[src/rtl/nalu_pkg.sv]
package nalu_pkg;

   typedef enum logic [2:0] {
      OP_ADD     = 3'b000,
      OP_ADD_INC = 3'b001,
      OP_ADD_SC  = 3'b010,
      OP_ADC_SC  = 3'b011,
      OP_INC_SC  = 3'b100,
      OP_AND     = 3'b101,
      OP_XOR     = 3'b110,
      OP_XSR     = 3'b111
   } alu_op_e;

   typedef enum logic [1:0] {
      BC_ZERO = 2'b00,
      BC_PASS = 2'b01,
      BC_MAX  = 2'b10,
      BC_CMPL = 2'b11
   } bcond_e;

   function automatic logic is_add(alu_op_e op);
      return (op == OP_ADD) || (op == OP_ADD_INC) || (op == OP_ADD_SC) ||
             (op == OP_ADC_SC) || (op == OP_INC_SC);
   endfunction

   function automatic logic saves_carry(alu_op_e op);
      return (op == OP_ADD_SC) || (op == OP_ADC_SC) || (op == OP_INC_SC) ||
             (op == OP_XSR);
   endfunction

endpackage

[src/rtl/nalu_operand.sv]
module nalu_operand #(
   parameter int DATA_W = 4,
   parameter bit DEC_EN = 1'b1
) (
   input  logic [DATA_W-1:0] a_bus,
   input  logic [DATA_W-1:0] b_bus,
   input  logic              a_gate,
   input  logic [1:0]        b_cond,
   input  logic              dec_mode,
   output logic [DATA_W-1:0] a_opnd,
   output logic [DATA_W-1:0] b_opnd
);
   import nalu_pkg::*;

   localparam logic [DATA_W-1:0] ALL_ONES = {DATA_W{1'b1}};
   localparam logic [DATA_W-1:0] DEC_TOP  = DATA_W'(9);

   logic [DATA_W-1:0] b_max;
   logic [DATA_W-1:0] b_cmp;
   bcond_e            cond;

   assign cond   = bcond_e'(b_cond);
   assign a_opnd = a_gate ? a_bus : '0;

   generate
      if (DEC_EN) begin : g_dec
         assign b_max = dec_mode ? DEC_TOP : ALL_ONES;
         assign b_cmp = dec_mode ? (DEC_TOP - b_bus) : ~b_bus;
      end else begin : g_bin
         logic unused_mode;
         assign unused_mode = dec_mode;
         assign b_max = ALL_ONES;
         assign b_cmp = ~b_bus;
      end
   endgenerate

   always_comb begin
      unique case (cond)
         BC_ZERO: b_opnd = '0;
         BC_PASS: b_opnd = b_bus;
         BC_MAX:  b_opnd = b_max;
         BC_CMPL: b_opnd = b_cmp;
         default: b_opnd = '0;
      endcase
   end

endmodule

[src/rtl/nalu_adder.sv]
module nalu_adder #(
   parameter int DATA_W = 4,
   parameter bit DEC_EN = 1'b1
) (
   input  logic [DATA_W-1:0] a_opnd,
   input  logic [DATA_W-1:0] b_opnd,
   input  logic              cin,
   input  logic              dec_mode,
   output logic [DATA_W-1:0] sum,
   output logic              cout
);
   localparam int SUM_W = DATA_W + 1;

   logic [SUM_W-1:0] raw;

   assign raw = {1'b0, a_opnd} + {1'b0, b_opnd} + {{DATA_W{1'b0}}, cin};

   generate
      if (DEC_EN) begin : g_dec
         logic             over_nine;
         logic [SUM_W-1:0] fixed;
         assign over_nine = raw > SUM_W'(9);
         assign fixed     = raw + SUM_W'(6);
         assign sum  = (dec_mode && over_nine) ? fixed[DATA_W-1:0] : raw[DATA_W-1:0];
         assign cout = dec_mode ? over_nine : raw[DATA_W];
      end else begin : g_bin
         logic unused_mode;
         assign unused_mode = dec_mode;
         assign sum  = raw[DATA_W-1:0];
         assign cout = raw[DATA_W];
      end
   endgenerate

endmodule

[src/rtl/nalu_logic.sv]
module nalu_logic #(
   parameter int DATA_W = 4
) (
   input  logic [DATA_W-1:0] a_opnd,
   input  logic [DATA_W-1:0] b_opnd,
   input  logic [2:0]        op_code,
   output logic [DATA_W-1:0] res,
   output logic              cout
);
   import nalu_pkg::*;

   logic [DATA_W-1:0] mix;
   alu_op_e           op;

   assign op  = alu_op_e'(op_code);
   assign mix = a_opnd ^ b_opnd;

   always_comb begin
      res  = mix;
      cout = 1'b0;
      unique case (op)
         OP_AND: res = a_opnd & b_opnd;
         OP_XOR: res = mix;
         OP_XSR: begin
            res  = {1'b0, mix[DATA_W-1:1]};
            cout = mix[0];
         end
         default: res = mix;
      endcase
   end

endmodule

[src/rtl/dual_mode_alu.sv]
module dual_mode_alu #(
   parameter int DATA_W = 4,
   parameter bit DEC_EN = 1'b1
) (
   input  logic              clk,
   input  logic              rst_n,
   input  logic              cyc_en,
   input  logic [2:0]        op_code,
   input  logic [DATA_W-1:0] a_bus,
   input  logic [DATA_W-1:0] b_bus,
   input  logic              a_gate,
   input  logic [1:0]        b_cond,
   input  logic              dec_mode,
   output logic [DATA_W-1:0] result,
   output logic              zero,
   output logic              carry_out,
   output logic              saved_carry
);
   import nalu_pkg::*;

   generate
      if (DATA_W < 2) begin : g_bad_width
         $error("dual_mode_alu: DATA_W must be at least 2");
      end
      if (DEC_EN && DATA_W != 4) begin : g_bad_dec
         $error("dual_mode_alu: decimal mode needs DATA_W of 4");
      end
   endgenerate

   alu_op_e           op;
   logic [DATA_W-1:0] a_opnd, b_opnd;
   logic [DATA_W-1:0] add_sum, log_res;
   logic              add_cout, log_cout, add_cin;
   logic              sc_q;

   assign op = alu_op_e'(op_code);

   nalu_operand #(.DATA_W(DATA_W), .DEC_EN(DEC_EN)) opnd_i (
      .a_bus    (a_bus),
      .b_bus    (b_bus),
      .a_gate   (a_gate),
      .b_cond   (b_cond),
      .dec_mode (dec_mode),
      .a_opnd   (a_opnd),
      .b_opnd   (b_opnd)
   );

   always_comb begin
      unique case (op)
         OP_ADD_INC, OP_INC_SC: add_cin = 1'b1;
         OP_ADC_SC:             add_cin = sc_q;
         default:               add_cin = 1'b0;
      endcase
   end

   nalu_adder #(.DATA_W(DATA_W), .DEC_EN(DEC_EN)) add_i (
      .a_opnd   (a_opnd),
      .b_opnd   (b_opnd),
      .cin      (add_cin),
      .dec_mode (dec_mode),
      .sum      (add_sum),
      .cout     (add_cout)
   );

   nalu_logic #(.DATA_W(DATA_W)) log_i (
      .a_opnd  (a_opnd),
      .b_opnd  (b_opnd),
      .op_code (op_code),
      .res     (log_res),
      .cout    (log_cout)
   );

   assign result    = is_add(op) ? add_sum  : log_res;
   assign carry_out = is_add(op) ? add_cout : log_cout;
   assign zero      = ~|result;

   always_ff @(posedge clk or negedge rst_n) begin
      if (!rst_n) begin
         sc_q <= 1'b0;
      end else if (cyc_en && saves_carry(op)) begin
         sc_q <= carry_out;
      end
   end

   assign saved_carry = sc_q;

endmodule

[config.mk]
export PLATFORM = sky130hd
export DESIGN_NAME = dual_mode_alu
export DESIGN_NICKNAME = d
export VERILOG_FILES = /design/src/rtl/nalu_pkg.sv /design/src/rtl/nalu_operand.sv /design/src/rtl/nalu_adder.sv /design/src/rtl/nalu_logic.sv /design/src/rtl/dual_mode_alu.sv
export SDC_FILE = /design/constraint.sdc
export NUM_CORES = 1
export LEC_CHECK = 0
export BUFFER_PORTS_ARGS = -buffer_cell sky130_fd_sc_hd__buf_2
export CORE_MARGIN = 2
export CORE_UTILIZATION = 50
export DETAILED_ROUTE_END_ITERATION = 10
export PLACE_DENSITY = 0.82
export SLEW_MARGIN = 15
export SYNTH_ARGS = -nofsm -noshare
export SYNTH_HDL_FRONTEND = slang
export SYNTH_SLANG_ARGS = --single-unit
[constraint.sdc]
create_clock -name clk -period 3.6 [get_ports clk]
set_input_delay 0 -clock clk [delete_from_list [all_inputs] [get_ports clk]]
set_output_delay 0 -clock clk [all_outputs]
set_load 0.02 [all_outputs]
==> results of run 1 <==
## power breakdown
group	switching [W]	internal (W)	total, W
Combinational	0.000135	0.000101	0.000237
Sequential	0.00000119	0.0000143	0.0000155
Clock	0	0	0
Total	0.000137	0.000116	0.000252
## routing by layer
layer / global-route usage, % / up-vias / part of all wire (%) / routed length, um
met1: 27.51 / 349 / 44 / 750
met5: 0 / - / 0 / 0
met3: 0 / 0 / 5.8 / 99
met2: 36.06 / 28 / 50 / 847
li1: - / 416 / - / -
met4: 0 / 0 / 0 / 0
## cell usage in the layout, fill, tap and decap left out, drive strengths merged, types with 3 or more instances in the layout
cell	instances
nand2b	3
mux2i	4
buf	24
a21oi	5
ha	7
o21ai	9
nor2	3
and2	3
nand2	10
nor2b	3
inv	11
## area by class of cell
cell class	instances	area, um2	share of cell area, %
Multi-Input combinational cell	87	679.4	75.84
Inverter	11	41.29	4.609
Sequential cell	1	25.02	2.793
Tap cell	16	20.02	2.235
Timing Repair Buffer	25	130.1	14.53
## cells by family after synthesis
group	synth area share [%]
flops	3.278
xor+xnor	5.575
compound gates	30.82
buf+inv	7.705
simple gates	30.66
mux	5.246
fa+ha+maj	16.72
## metrics by stage
stage          hold WS [ns]  instances
2_1_floorplan       -0.2956        102
6_report             0.2429        140
3_5_place_dp        -0.2233        139
5_1_grt              0.2659        140
4_1_cts              0.2452        140
3_3_place_gp        -0.2254        139
## worst min-delay path by stage
| stage | start | slack, ns | to | cells past startpoint |
|---|---|---|---|---|
| after floorplan | rst_n | -0.30 | saved_carry | 0 |
| after global placement | rst_n | -0.23 | saved_carry | 1 |
| after detailed placement | rst_n | -0.22 | saved_carry | 1 |
| after CTS | cyc_en | 0.25 | saved_carry | 2 |
| after global routing | cyc_en | 0.27 | saved_carry | 2 |
| final | cyc_en | 0.24 | saved_carry | 2 |
## critical path: stages (launching register included)
cell,delay (ns)
sky130_fd_sc_hd__dfrtp_1,0.35
sky130_fd_sc_hd__inv_1,0.07
sky130_fd_sc_hd__a21oi_1,0.06
sky130_fd_sc_hd__a22oi_1,0.21
sky130_fd_sc_hd__fa_1,0.24
sky130_fd_sc_hd__inv_1,0.06
sky130_fd_sc_hd__fa_1,0.47
sky130_fd_sc_hd__xor2_2,0.28
sky130_fd_sc_hd__inv_1,0.13
sky130_fd_sc_hd__ha_1,0.23
sky130_fd_sc_hd__inv_1,0.09
sky130_fd_sc_hd__o221ai_1,0.10
sky130_fd_sc_hd__o31ai_1,0.27
sky130_fd_sc_hd__mux2i_1,0.26
sky130_fd_sc_hd__nor4b_2,0.21
sky130_fd_sc_hd__buf_2,0.20
## repair_timing
| action | in CTS | in global routing |
|---|---|---|
| hold buffers | 1 | 0 |
| resized for setup | 0 | 0 |
| hold endpoints to repair | 1 | 0 |
==> results.sh, run 1 <==
export IMPL_outcome="completed"
export IMPL_gp_congestion=0.7965
export IMPL_floorplan_die_height_um=43.07
export IMPL_io_buffers=24
export IMPL_cellPowerDensity_nw_per_um2=281.7
export IMPL_synth_cells_most_frequent="sky130_fd_sc_hd__inv_1 (11), sky130_fd_sc_hd__nand2_1 (10), sky130_fd_sc_hd__ha_1 (7), sky130_fd_sc_hd__o21ai_0 (7), sky130_fd_sc_hd__a21oi_1 (5)"
export IMPL_globalRoute_totalOverflow=0
export IMPL_pre_cts_slack_ns=0.4524
export IMPL_peakVddDrop_v=0.0001092
export IMPL_fin_area_um2=895.9
export IMPL_rsz0062_at_grt="no"
export IMPL_synth_enable_flop_cells=0
export IMPL_synth_area_leader_cell="sky130_fd_sc_hd__ha_1"
export IMPL_die_area_um2=1855
export IMPL_synth_lib_cells_used_distinct=47
export IMPL_hpwl_dp_mm=1.472
export IMPL_routed_via_count=793
export IMPL_area_growth_pct=17.38
export IMPL_avgViaCountPerCell=5.664
export IMPL_layout_drive_gt1_share_pct=27.42
export IMPL_detailed_router_s_first_iteration_violation_count=16
export IMPL_post_synth_inst_count=102
export IMPL_largest_net_degree_at_the_start_of_global_routing=14
export IMPL_total_power_w=0.0002524
export IMPL_nFillCells=137
export IMPL_routed_wl_mm=1.697
export IMPL_ys_ff_latch=1
export IMPL_setup_tns_final_ns=0
export IMPL_floorplan_core_area_um2=1471
export IMPL_detail_route_first_pass_iterations=4
export IMPL_number_of_antenna_violations_at_the_first_check_in_global_routing=0
export IMPL_hold_viol_final=0
export IMPL_fin_ws_ns=0.3828
export IMPL_first_global_vias=690
export IMPL_worst_setup_path_type="register to primary output"
export IMPL_crit_end="zero"
export IMPL_postSynth_topFlopCell="sky130_fd_sc_hd__dfrtp_1"
export IMPL_timing_critical_path_from="saved_carry"
export IMPL_synthDominantCellAreaShare_pct=11.48
export IMPL_synthesis_area_per_instance_um2=7.483
export IMPL_design_final_nets=153
export IMPL_wl_per_cell_um=12.12
export IMPL_starting_density_pct=51.87
export IMPL_worstReg2RegStart="saved_carry"
export IMPL_synth_async_sr_flop_share_pct=100.0
export IMPL_max_freq_mhz=310.8
export IMPL_fin_crit_ns=3.217
export IMPL_synth_sequential_area_ratio_pct=3.279
export IMPL_post_synth_instance_area_um2=763.2
export IMPL_globalRouteTotalUtil_pct=19.67
export IMPL_endpoint_kind="primary output"
export IMPL_tightestPinTransition_ns=0.3877
export IMPL_worstRegToRegCells=14
export IMPL_finalSetupViolCount=0
export IMPL_finClkSkew_ns=0
export IMPL_number_of_warning_messages_in_the_yosys_log=0
export IMPL_io_pins=25
export IMPL_count_of_buffers_added_by_post_cts_timing_repair_for_setup=0
export IMPL_final_max_slew_viol_count=0
export IMPL_regToRegEndpoint="saved_carry"
export IMPL_postPlaceCellArea_um2=885.9
export IMPL_max_cap_violations=0
export IMPL_hold_class="input port to register"
export IMPL_num_antenna_cells=0
export IMPL_layout_worst_path_cycle_share_pct=89.37
export IMPL_chip_width_um=43.07
export IMPL_postLayoutCoreUtil_pct=60.88
export IMPL_timing_critical_path_required_ns=3.60
export IMPL_grt_first_pass_wirelength_mm=2.946
export IMPL_sort_of_element_at_the_start_of_the_critical_path="register"
export IMPL_remaining_drc_errors=0
export IMPL_regToRegSetupSlack_ns=0.58
export IMPL_synth_area_leaders="sky130_fd_sc_hd__ha_1 (11%), sky130_fd_sc_hd__inv_1 (5.4%), sky130_fd_sc_hd__fa_1 (5.2%), sky130_fd_sc_hd__mux2i_1 (5.2%), sky130_fd_sc_hd__nand2_1 (4.9%)"
export IMPL_post_synth_top_count_cell="sky130_fd_sc_hd__inv_1"
export IMPL_postRouteAntennaNets=0
export IMPL_path_clk_slew_ns=0
export IMPL_largest_register_ff_count=1
export IMPL_max_slew_margin_vs_limit_pct=74.00
export IMPL_row_count=14
export IMPL_synth_fp_nets=129
export IMPL_static_leakage_power_nw=0.4491
export IMPL_worst_skew_pair_late_latency_ns=0
export IMPL_worst_endpoint_arrival_ns=3.22
export IMPL_crit_fanout=4
Note: power is estimated with default switching activity, not from simulation.
==> inputs of run 2 (changes only) <==
BUFFER_PORTS_ARGS = unset   (was -buffer_cell sky130_fd_sc_hd__buf_2)
CORE_UTILIZATION = 56   (was 50)
DONT_BUFFER_PORTS = 1   (was unset)
PLACE_DENSITY = 0.77   (was 0.82)
clock period = 2.8 ns   (was 3.6 ns; I/O delays follow)
==> run 2 against run 1 <==
The run now ends with setup timing left. Sequential share of layout area decreased by 0.16 points. Clock skew unchanged. Cell count fell by 8.6%. Combinational power grew 77%. Power is 75% higher. Worst setup slack got worse by 0.52 ns. Register-to-register slack got worse by 0.64 ns. Critical endpoint unchanged. Largest power group unchanged.
==> results.sh, run 2 (same netlist as run 1, synthesis figures left out) <==
export IMPL_tightestPinTransition_ns=0.3507
export IMPL_violations_in_the_final_reports="setup timing"
export IMPL_number_of_antenna_violations_at_the_first_check_in_global_routing=0
export IMPL_crit_fanout=2
export IMPL_largest_net_degree_at_the_start_of_global_routing=14
export IMPL_outcome="finished with violations"
export IMPL_final_max_slew_viol_count=0
export IMPL_detail_route_first_pass_iterations=4
export IMPL_static_leakage_power_nw=0.4305
export IMPL_finClkSkew_ns=0
export IMPL_hold_class="input port to register"
export IMPL_floorplan_core_area_um2=1285
export IMPL_globalRouteTotalUtil_pct=25.25
export IMPL_wl_per_cell_um=15.36
export IMPL_detailed_router_s_first_iteration_violation_count=16
export IMPL_timing_critical_path_buf_inv=5
export IMPL_largest_register_ff_count=1
export IMPL_row_count=13
export IMPL_hold_viol_final=0
export IMPL_power_frac_comb_pct=95.2
export IMPL_nFillCells=89
export IMPL_num_antenna_cells=0
export IMPL_fin_area_um2=997.2
export IMPL_cellPowerDensity_nw_per_um2=442.3
export IMPL_rsz0062_at_grt="yes"
export IMPL_total_switching_power_w=0.0002175
export IMPL_setup_tns_final_ns=-0.2780
export IMPL_fin_ws_ns=-0.1334
export IMPL_avgViaCountPerCell=6.203
export IMPL_crit_chain="inv_2 -> a21oi_2 -> a22oi_2 -> fa_2 -> inv_2 -> fa_2 -> inv_2 -> ha_4 -> and2b_2 -> buf_6 -> o22ai_4 -> or3_4 -> a211oi_4 -> nor4b_4 -> buf_4"
export IMPL_finalSetupViolCount=4
export IMPL_postPlaceCellArea_um2=887.1
export IMPL_design_final_nets=142
export IMPL_chip_width_um=40.92
export IMPL_die_area_um2=1674
export IMPL_peakVddDrop_v=0.0001854
export IMPL_routed_via_count=794
export IMPL_remaining_drc_errors=0
export IMPL_area_growth_pct=30.66
export IMPL_grt_first_pass_wirelength_mm=2.918
export IMPL_timing_critical_path_required_ns=2.80
export IMPL_io_buffers=0
export IMPL_max_cap_violations=0
export IMPL_endpoint_kind="primary output"
export IMPL_gp_congestion=0.7915
export IMPL_whs_ns=0.1556
export IMPL_layout_worst_path_cycle_share_pct=104.8
export IMPL_routing_usage_on_met2_pct=50.00
export IMPL_max_freq_mhz=340.9
export IMPL_floorplan_die_height_um=40.92
export IMPL_hpwl_dp_mm=1.495
export IMPL_first_global_vias=732
export IMPL_io_pins=25
export IMPL_fin_crit_ns=2.933
export IMPL_grt_use_met3_pct=2.717
export IMPL_pre_cts_slack_ns=-0.2124
export IMPL_worst_path_dominant_cell_family="adder cells"
export IMPL_layout_drive_gt1_share_pct=37.17
export IMPL_layout_common_cells="sky130_fd_sc_hd__nand2_1 (9), sky130_fd_sc_hd__buf_4 (9), sky130_fd_sc_hd__o21ai_0 (7)"
export IMPL_worst_endpoint_arrival_ns=2.93
export IMPL_global_route_track_usage_on_met1_pct=29.97
export IMPL_max_slew_margin_vs_limit_pct=76.48
export IMPL_clockPowerShare_pct=0
export IMPL_worst_skew_pair_late_latency_ns=0
export IMPL_critPathMaxStageDelay_ns=0.45
export IMPL_globalRoute_totalOverflow=0
export IMPL_worst_setup_path_type="register to primary output"
export IMPL_sort_of_element_at_the_start_of_the_critical_path="register"
export IMPL_postRouteAntennaNets=0
export IMPL_routed_wl_mm=1.966
export IMPL_cell_type_with_the_highest_occurrence_count_on_the_critical_path="sky130_fd_sc_hd__inv_2"
export IMPL_seqPwrFrac_pct=4.8
export IMPL_globalRoute_busiestLayer="met2"
export IMPL_regToRegSetupSlack_ns=-0.06
export IMPL_internal_power_w=0.0002236
export IMPL_p_sw_share_pct=49.30
export IMPL_path_clk_slew_ns=0
export IMPL_starting_density_pct=59.40
export IMPL_crit_path_top_delay_cell="sky130_fd_sc_hd__fa_2"
-- run 2: worst paths after layout --
check,from,end,cells past startpoint
setup reg to reg,saved_carry,saved_carry,15
max in group asynchronous,rst_n,saved_carry,1
hold reg to reg,saved_carry,saved_carry,3
setup / recovery,saved_carry,zero,15
min in group asynchronous,rst_n,saved_carry,1
hold / removal,cyc_en,saved_carry,1
-- run 2: cell type report --
cell class	instances	area, um2	share of cell area, %
Tap cell	15	18.77	1.882
Multi-Input combinational cell	87	788.3	79.05
Timing Repair Buffer	14	122.6	12.30
Sequential cell	1	26.28	2.635
Inverter	11	41.29	4.141
-- run 2: per-stage QoR --
step,utilization [%],instances,total power (W)
after floorplan,-,102,0.0002790
after global placement,69.04,125,0.0003580
after detailed placement,69.04,125,0.0003672
after CTS,74.68,128,0.0004085
after global routing,77.60,128,0.0004758
final,77.60,128,0.0004411
-- run 2: repair_timing --
| item | 4_1_cts | 5_1_grt |
|---|---|---|
| hold buffers | 1 | 0 |
| pin swaps | 9 | 4 |
| endpoints found under the setup margin | 6 | 6 |
| gates resized for setup | 10 | 7 |
| hold endpoints to repair | 1 | 0 |
| gates cloned | 0 | 0 |
| buffers inserted | 2 | 0 |
-- run 2: power groups by stage --
stage | clock network (W) | logic (W) | registers, W
final | 0 | 0.000420 | 0.0000213
after global routing | 0 | 0.000454 | 0.0000222
after CTS | 0 | 0.000387 | 0.0000216
after detailed placement | 0 | 0.000346 | 0.0000215
after global placement | 0 | 0.000337 | 0.0000214
after floorplan | 0 | 0.000253 | 0.0000263
-- run 2: layer usage --
metal,up-vias,wire (um)
met5,-,0
met4,0,0
met3,0,142
met2,26,1064
met1,378,759
li1,390,-
